**src/rtl/blk66_scr_pkg.sv**
```systemverilog
package blk66_scr_pkg;
  parameter int HDR_W   = 2;
  parameter int PAY_W   = 64;
  parameter int STATE_W = 58;
  parameter int TAP_NEAR = 38;
  parameter int TAP_FAR  = STATE_W - 1;
  localparam int BLK_W  = HDR_W + PAY_W;

  typedef struct packed {
    logic [STATE_W-1:0] state;
    logic [PAY_W-1:0]   data;
  } lfsr_res_t;

  // Runs the recurrence over every payload bit, oldest (bit 0) first.
  // feed_line selects whether the incoming bit (descramble) or the produced
  // bit (scramble) is shifted into the history.
  function automatic lfsr_res_t lfsr_run(input logic [STATE_W-1:0] st_in,
                                         input logic [PAY_W-1:0] din,
                                         input bit feed_line);
    lfsr_res_t r;
    logic [STATE_W-1:0] st;
    logic fb;
    st = st_in;
    r.data = '0;
    for (int i = 0; i < PAY_W; i++) begin
      fb = st[TAP_NEAR] ^ st[TAP_FAR];
      r.data[i] = din[i] ^ fb;
      st = {st[STATE_W-2:0], (feed_line ? din[i] : r.data[i])};
    end
    r.state = st;
    return r;
  endfunction

  // History expected after a full payload: newest bit (payload bit 63) in
  // position 0, then walking back in time.
  function automatic logic [STATE_W-1:0] tail_history(input logic [PAY_W-1:0] line);
    logic [STATE_W-1:0] h;
    for (int k = 0; k < STATE_W; k++) h[k] = line[PAY_W-1-k];
    return h;
  endfunction
endpackage

```
**src/rtl/blk66_scr_lane.sv**
```systemverilog
module blk66_scr_lane
  import blk66_scr_pkg::*;
#(
  parameter bit DESCRAMBLE = 1'b0
) (
  input  logic             clk,
  input  logic             rst_n,
  input  logic             valid_i,
  input  logic [BLK_W-1:0] blk_i,
  output logic             valid_o,
  output logic [BLK_W-1:0] blk_o
);
  logic [STATE_W-1:0] state_q;
  logic [PAY_W-1:0]   pay_in;
  logic [HDR_W-1:0]   hdr_in;
  lfsr_res_t          step;
  logic               adv_w;
  logic [PAY_W-1:0]   line_bits_w;

  assign pay_in = blk_i[PAY_W-1:0];
  assign hdr_in = blk_i[BLK_W-1:PAY_W];
  assign adv_w  = valid_i;

  generate
    if (DESCRAMBLE) begin : g_rx
      assign step        = lfsr_run(state_q, pay_in, 1'b1);
      assign line_bits_w = pay_in;
    end else begin : g_tx
      assign step        = lfsr_run(state_q, pay_in, 1'b0);
      assign line_bits_w = step.data;
    end
  endgenerate

  always_ff @(posedge clk or negedge rst_n) begin
    if (!rst_n) begin
      state_q <= '1;
      valid_o <= 1'b0;
      blk_o   <= '0;
    end else begin
      valid_o <= valid_i;
      if (adv_w) begin
        state_q <= step.state;
        blk_o   <= {hdr_in, step.data};
      end
    end
  end

  a_r2_hdr_kept: assert property (@(posedge clk) disable iff (!rst_n)
    valid_i |=> blk_o[BLK_W-1:PAY_W] == $past(blk_i[BLK_W-1:PAY_W]));

  a_r5_valid_follows: assert property (@(posedge clk) disable iff (!rst_n)
    valid_o == $past(valid_i));

  a_r6_state_hold: assert property (@(posedge clk) disable iff (!rst_n)
    !valid_i |=> $stable(state_q));

  a_r9_out_hold: assert property (@(posedge clk) disable iff (!rst_n)
    !valid_i |=> $stable(blk_o));

  generate
    if (DESCRAMBLE) begin : g_rx_chk
      // history holds exactly the last received line bits
      a_r7_hist_from_line: assert property (@(posedge clk) disable iff (!rst_n)
        valid_i |=> state_q == tail_history($past(blk_i[PAY_W-1:0])));
    end else begin : g_tx_chk
      // history holds exactly the last scrambled bits sent
      a_r3_hist_from_out: assert property (@(posedge clk) disable iff (!rst_n)
        valid_i |=> state_q == tail_history(blk_o[PAY_W-1:0]));
    end
  endgenerate
endmodule

```
**src/rtl/blk66_scrambler_pair.sv**
```systemverilog
module blk66_scrambler_pair
  import blk66_scr_pkg::*;
(
  input  logic             clk,
  input  logic             rst_n,
  input  logic             tx_valid_i,
  input  logic [BLK_W-1:0] tx_block_i,
  output logic             tx_valid_o,
  output logic [BLK_W-1:0] tx_block_o,
  input  logic             rx_valid_i,
  input  logic [BLK_W-1:0] rx_block_i,
  output logic             rx_valid_o,
  output logic [BLK_W-1:0] rx_block_o
);
  blk66_scr_lane #(.DESCRAMBLE(1'b0)) u_tx (
    .clk(clk), .rst_n(rst_n),
    .valid_i(tx_valid_i), .blk_i(tx_block_i),
    .valid_o(tx_valid_o), .blk_o(tx_block_o)
  );

  blk66_scr_lane #(.DESCRAMBLE(1'b1)) u_rx (
    .clk(clk), .rst_n(rst_n),
    .valid_i(rx_valid_i), .blk_i(rx_block_i),
    .valid_o(rx_valid_o), .blk_o(rx_block_o)
  );

  // nothing is emitted in the first cycle after reset
  a_r1_quiet_start: assert property (@(posedge clk) disable iff (!rst_n)
    $rose(rst_n) |-> (!tx_valid_o && !rx_valid_o));
endmodule

```
**config.mk**
```make
export PLATFORM = sky130hd
export DESIGN_NAME = blk66_scrambler_pair
export DESIGN_NICKNAME = d
export VERILOG_FILES = /design/src/rtl/blk66_scr_pkg.sv /design/src/rtl/blk66_scr_lane.sv /design/src/rtl/blk66_scrambler_pair.sv
export SDC_FILE = /design/constraint.sdc
export NUM_CORES = 1
export LEC_CHECK = 0
export BUFFER_PORTS_ARGS = -buffer_cell sky130_fd_sc_hd__clkbuf_2
export CORE_ASPECT_RATIO = 0.5
export CORE_MARGIN = 2
export CORE_UTILIZATION = 35
export CTS_BUF_LIST = sky130_fd_sc_hd__clkbuf_4 sky130_fd_sc_hd__clkbuf_8 sky130_fd_sc_hd__clkbuf_16
export CTS_CLUSTER_SIZE = 28
export DETAILED_ROUTE_END_ITERATION = 10
export GPL_TIMING_DRIVEN = 0
export SLEW_MARGIN = 20
export SYNTH_ARGS = -nofsm -noshare
export SYNTH_HDL_FRONTEND = slang
export SYNTH_SLANG_ARGS = --single-unit
```
**constraint.sdc**
```tcl
create_clock -name clk -period 3.66 [get_ports clk]
set_input_delay 0.183 -clock clk [delete_from_list [all_inputs] [get_ports clk]]
set_output_delay 0.183 -clock clk [all_outputs]
set_load 0.02 [all_outputs]
```
==> results of run 1 <==
==> registers in the layout (all words and copies together) (netlist names) <==
signal,flops
u_rx.blk_o,66
u_tx.blk_o,66
u_rx.state_q,58
u_tx.state_q,58
u_rx.valid_o,1
u_tx.valid_o,1
==> per-stage QoR <==
step	area, um2	worst slack [ps]	cells
after detailed placement	14110	1769	1647
final	15730	1805	1761
after floorplan	12110	2332	901
after global placement	14050	-2761	1645
after CTS	15730	1809	1760
after global routing	15730	1703	1761
==> kinds of logic (layout without fill, tap and decap cells) <==
kind of cell | Yosys count | in the layout | share of synthesized area
flip-flops | 250 | 250 | 0.5288
multiplexers | 182 | 182 | 0.1641
other | 0 | 1 | 0
XOR/XNOR | 223 | 223 | 0.2187
buffers and inverters | 147 | 531 | 0.04899
AND/OR/NAND/NOR | 33 | 33 | 0.01209
AO/OA/AOI/OAI | 66 | 66 | 0.02729
==> power breakdown <==
part           internal, mW  switching, mW
Clock                  1.81           1.13
Sequential             4.06          0.787
Combinational          2.67           2.50
==> cell type report <==
cell class                 count  area (um2)
buffer                        31       157.7
inverter                     116       435.4
fill                        3131       18560
sequential                   250        6401
timing repair buffer         336        2061
antenna                        1       2.502
clock inverter                 7       110.1
tap                          475       594.3
clock buffer                  41       855.8
multi-input combinational    504        5111
==> how the worst min path moves through the flow <==
stage,startpoint,endpoint,slack (ps),cells after the start
floorplan,rst_n,u_rx.blk_o[0],-110,0
global placement,rx_valid_i,u_rx.valid_o,310,1
detailed placement,rst_n,u_tx.blk_o[38],270,1
CTS,rx_block_i[18],u_rx.state_q[45],4,2
global route,rx_block_i[18],u_rx.state_q[45],5,2
finish,rx_block_i[18],u_rx.state_q[45],10,2
==> timing repair <==
| item | 4_1_cts | 5_1_grt |
|---|---|---|
| buffers inserted | 0 | 0 |
| hold buffers | 65 | 0 |
| endpoints found under the hold margin | 100 | 0 |
==> critical path, stage by stage <==
cell and delay (ps):
dlygate4sd3_1 520, clkbuf_2 150, clkbuf_1 550, clkbuf_1 630, o21ai_0 210
==> layout by cell type, fill, tap and decap left out <==
master,synthesis,routed
clkbuf_2,0,268
xnor2_1,168,168
dfrtp_1,134,134
mux2_2,132,132
inv_1,116,116
dfstp_2,116,116
o21ai_0,66,66
dlygate4sd3_1,0,65
mux2i_1,50,50
clkbuf_16,0,27
xor3_1,24,24
nand2_1,24,24
xnor3_1,21,21
buf_2,15,15
clkbuf_8,0,13
clkbuf_1,9,9
nand2b_1,9,9
xnor2_2,6,6
buf_4,6,6
xor2_1,4,4
clkinv_2,0,4
bufinv_16,0,3
clkbuf_4,0,2
buf_16,0,2
diode_2,0,1
buf_1,1,1
==> layer usage <==
| metal | track usage | vias up | share of wire |
|---|---|---|---|
| met5 | 0 | - | 0 |
| met4 | 0.04588 | 0 | 0.023 |
| met3 | 0.03072 | 46 | 0.037 |
| met2 | 0.3336 | 128 | 0.53 |
| met1 | 0.2242 | 3921 | 0.42 |
| li1 | - | 3651 | - |
==> results summary, run 1 <==
For this run, the leading register cell type out of synthesis is dfrtp_1. Routability-driven placement finished with a final weighted congestion of 0.7974. The proportion of layout cells with a drive suffix above 1 came out at 0.4623. Once detailed placement completed, the half-perimeter wirelength came to 23.41 mm. The arrival time at the worst endpoint is 2240 ps. The number of optimization iterations in the first detailed-route pass came out at 4. The die area is 0.03618 mm2. The cell count after synthesis came out at 901.

The endpoint of the most critical register-to-register path is u_tx.blk_o[56]. The power density of the placed cells is 823.7 mW/mm2. The final net count is 1,401.

The share of the synthesized area in the top cell type is 0.2770. After clock tree synthesis, the clock-pin slew on the worst setup and hold paths is 60 ps. The capture point of the worst path is u_tx.blk_o[21]. The count of port buffers added during placement came out at 269. In the global route stage, overall resource usage came out at 0.1822. The mean post-synth cell area is 13.44 um2. The via density per instance came out at 4.399. The highest achievable clock rate came out at 0.5391 GHz. The initial standard-cell utilization of the core came out at 0.3530. The measured slew at the worst slew-check pin came out at 781.7 ps.

The maximum VDD drop is 271.8 uV. The maximum level of the CTS H-tree is 1. STA classifies the critical path startpoint as an input port.

The synthesized design contains 250 register bits. The worst-case register-to-register setup slack is 2100 ps. The overflow left after global routing came out at 0. The number of failing hold endpoints at the final stage was 0. The count of nets left with antenna violations once routing finished came out at 0. The reported leakage power is 7.435 nW. Clock tree synthesis selected as its root buffer the cell clkbuf_16. The cell type with the largest total area after synthesis is dfrtp_1. The cell with the most instances after synthesis is xnor2_1. The setup TNS after final layout came out at 0 ps.

The worst clock skew is 10.04 ps. The initial antenna violation count is 1. The count of different cell masters after synthesis is 17. The number of I/O pins is 270.

The number of enable flip-flop cells after synthesis came out at 0. Counting every net in the synthesized netlist gives 1,037. The final number of max-transition violations came out at 0. The total number of vias is 7,746. The source of the critical timing path is tx_valid_i. The total of max-cap violations came out at 0. Setup repair after global routing left no endpoint under its margin.

The routed wire length came out at 32.95 mm. After synthesis, the cell types taking the most area are dfrtp_1, dfstp_2, mux2_2, xnor2_1, xor3_1. The critical path in this run is classified as input port to register. Once layout is complete, the utilization of the core stands at 0.4587. In this run, the number of DRC markers left after iteration 0 of detailed routing was 331.

TritonCTS built the clock tree. The path depth of the worst reg2reg path came out at 3. Power comes to 12.96 mW.

The number of instances resized during post-cts repair came out at 0. The floorplan has 48 rows. The via count of the first global-routing pass is 8,454. STA classifies the critical path endpoint as a register. The worst slew slack as a fraction of its limit is 0.4788.

In this run the critical register-to-register path is launched from u_tx.state_q[40]. The width of the chip came out at 267.0 um. Hold is met by 9.900 ps. Of the synthesized area, sequential elements account for 0.5288. The maximum number of pins on one net before global-route repair came out at 89.

The post-synthesis instance area is 0.01211 mm2. The tightest min-delay check is of the input port to register type. Buffers inserted during clock tree synthesis total 26. The CTS sink count came out at 250. The worst path required time came out at 4040 ps. The average detailed-routed wire length per instance is 18.71 um. Of all nets on the critical path, the largest fanout is 10.

The standard cell core area came out at 0.03429 mm2. The time the final worst path needs with I/O delays and setup came out at 1855 ps. The number of warnings issued by yosys is 0. The post-route DRC violation count came out at 0. Relative to the synthesized area, the layout overhead comes to 29.93%.

The worst-case clock buffer depth came out at 3. The flow ran to the end, and the final reports show no timing, DRC or antenna violations. The first-pass GRT wire length came out at 49.50 mm. The share of async-settable or async-resettable flops after synthesis came out at 1.000. The insertion delay to the later sink of the worst-skew pair came out at 540 ps. From bottom edge to top edge, the die measures 135.5 um.

In the synthesized netlist, the cells that appear most often are xnor2_1, dfrtp_1, mux2_2. In the finished design, the share of the clock period the worst path needs comes to 0.5068. The final count of negative-setup-slack endpoints is 0.
No activity file was read; power rests on OpenSTA's default activity.
==> inputs of run 2 (changes only) <==
- clock period: 3.66 -> 1.6 ns (I/O delays scaled with it)
==> results summary, run 2 (same netlist as run 1, synthesis figures left out) <==
The run finished with clean final reports. The switching power share of the total is 0.3418. The total placed instance area came out at 0.01411 mm2. The net load switching power came out at 10.21 mW. The power density of the placed cells is 1847 mW/mm2. The maximum number of pins on one net before global-route repair is 89. The die covers 0.03618 mm2.

The arrival time at the worst endpoint came out at 1960 ps. The number of I/O pins came out at 270. The floorplan has 48 rows. From synthesis to final layout, the design area changed by 33.59%. For this design, the slowest cell found on the critical path is dfstp_2. TritonCTS created 26 clock buffers.

The met3 usage is 0.02999. STA classifies the critical path startpoint as a register. The design internal power is 19.66 mW. The final number of max-transition violations came out at 0. Max-cap violations in this run came to 0. Among cell families on the critical path, the largest total delay comes from XOR/XNOR gates. The count of placed standard cells including taps is 1,647. The top cell types in the final layout, fill and taps aside, are clkbuf_2, xnor2_1, dfrtp_1. TritonCTS built the clock tree.

The final net count came out at 1,443. The post-route DRC violation count is 0. The maximum level of the CTS H-tree is 1. The worst clock skew is 9.577 ps. The via count of the first global-routing pass is 8,621. The number of failing hold endpoints at the final stage is 0. The worst setup path is captured at a register.

The overall die height came out at 135.5 um. Dividing the final minimum period by the clock period gives 0.9721. The critical path class is register to register. The worst-case clock buffer depth is 3. The global routing usage on met2 came out at 0.3387. The count of routing violations after the opening detailed-route iteration is 276. The maximum VDD drop is 625.5 uV. The delay of the slowest cell on the worst path is 530 ps. At the pin with the least slew margin, the transition time is 782.8 ps. The CTS sink count is 250. The total global-route track usage came out at 0.1848. The width of the chip came out at 267.0 um. The tree is rooted in a clkbuf_16. The part of the total power dissipated in the clock network came out at 0.225.

Of the cells placed in the final design, the portion with a size suffix greater than 1 is 0.4499. The largest registers in the layout are u_rx.blk_o x66, u_tx.blk_o x66. The initial standard-cell utilization of the core is 0.3530. Dividing the detail-routed wire length by the instance count gives 18.55 um. Clock-pin slew was measured on the worst setup and hold paths at 70 ps. The met1 capacity usage during global routing came out at 0.2267. The worst path required time came out at 2010 ps. Leaving out fill and tap cells, the most frequent cell in the layout is clkbuf_2.

The total number of vias is 7,954. The final count of negative-setup-slack endpoints came out at 0. The setup TNS after final layout came out at 0 ps. The combinational share of power is 0.403. Detailed placement finished with a half-perimeter wire length of 23.41 mm. Traced cell by cell, the critical path runs through xor3_1 -> xnor2_1 -> mux2i_1. The maximum fanout encountered on the critical timing path is 2.

The initial antenna violation count came to 1. The via density per instance is 4.412. The overflow left after global routing is 0. The global placer's final weighted congestion came out at 0.7974.

The count of buffers added on input and output ports is 269. The number of buffer and inverter stages on the critical path is 0. Excluding fillers, the count of instances in the completed layout stands at 1,803. The first-pass GRT wire length came out at 50.25 mm.

The standard cell core area is 0.03429 mm2. Of the total power, registers draw 0.372. At the later pin of the worst-skew pair, clock insertion delay measures 540 ps. Once detail routing completed, the nets flagged for antenna violations numbered 0.

The reported leakage power came out at 7.627 nW. The final design instance area without fill came out at 0.01617 mm2. The worst slew slack as a fraction of its limit came out at 0.4781. The path class of the lowest-slack min-delay path is input port to register. In this run the most used layer during global routing was met2. The number of optimization iterations in the first detailed-route pass is 6. Setup repair after global routing left no endpoint under its margin.

Wires add up to 33.44 mm. The highest achievable clock rate is 0.6429 GHz. Measured on the finished design, the core utilization comes to 0.4716. The time the final worst path needs with I/O delays and setup came out at 1555 ps.
[run 2: changes by cell type in the layout (fill, tap and decap cells not counted), sizes merged]
| cell | change |
|---|---|
| dlygate4sd3 | +42 |
[run 2: worst paths after layout]
kind / start / to / depth (start not counted) / slack, ps
worst max-delay path: u_tx.state_q[40] / u_tx.blk_o[56] / 3 / 40
worst min-delay path: tx_block_i[50] / u_tx.state_q[13] / 4 / 3
worst max register to register: u_tx.state_q[40] / u_tx.blk_o[56] / 3 / 40
worst min register to register: u_tx.state_q[3] / u_tx.state_q[3] / 2 / 480
max in group asynchronous: rst_n / u_rx.state_q[41] / 3 / 520
min in group asynchronous: rst_n / u_tx.blk_o[38] / 2 / 120
[run 2: per-stage QoR]
| stage | hold WS, ps | setup slack, ps | power, mW |
|---|---|---|---|
| floorplan | -215.6 | 272.4 | 19.31 |
| global placement | 211.2 | -4718 | 22.70 |
| detailed placement | 162.5 | -187.8 | 23.00 |
| CTS | 1.324 | 9.792 | 30.16 |
| global route | 19.36 | 7.707 | 31.54 |
| finish | 3.475 | 44.65 | 29.87 |
[run 2: timing repair]
item | CTS | global route
endpoints found under the hold margin | 240 | 0
buffers inserted | 0 | 0
endpoints found under the setup margin | 0 | 3
hold buffers | 107 | 0
resized for setup | 0 | 3
[run 2: per-layer routing]
metal / wire length [um] / vias to the layer above
met1: 13990 / 4034
met4: 837 / 0
li1: - / 3736
met3: 1061 / 52
met5: 0 / -
met2: 17550 / 132
[run 2: final cells by class]
type | count | area [um2]
Multi-Input combinational cell | 504 | 5134
Tap cell | 475 | 594.3
Buffer | 31 | 157.7
Antenna cell | 1 | 2.502
Clock buffer | 41 | 855.8
Clock inverter | 7 | 110.1
Sequential cell | 250 | 6401
Timing Repair Buffer | 378 | 2481
Fill cell | 3095 | 18120
Inverter | 116 | 435.4
[run 2: power by group through the flow]
stage / Sequential (mW) / Combinational, mW / Clock, mW
after floorplan: 12.3 / 7.02 / 0
after global placement: 11.1 / 11.6 / 0
after detailed placement: 11.2 / 11.8 / 0
after global routing: 11.4 / 13.0 / 7.16
final: 11.1 / 12.0 / 6.73
after CTS: 11.1 / 12.1 / 6.95
[run 2: tightest hold or removal path, cell delays in order]
cell      delay [ps]
clkbuf_2          90
xnor2_1           90
xnor2_2          200
mux2i_1           70
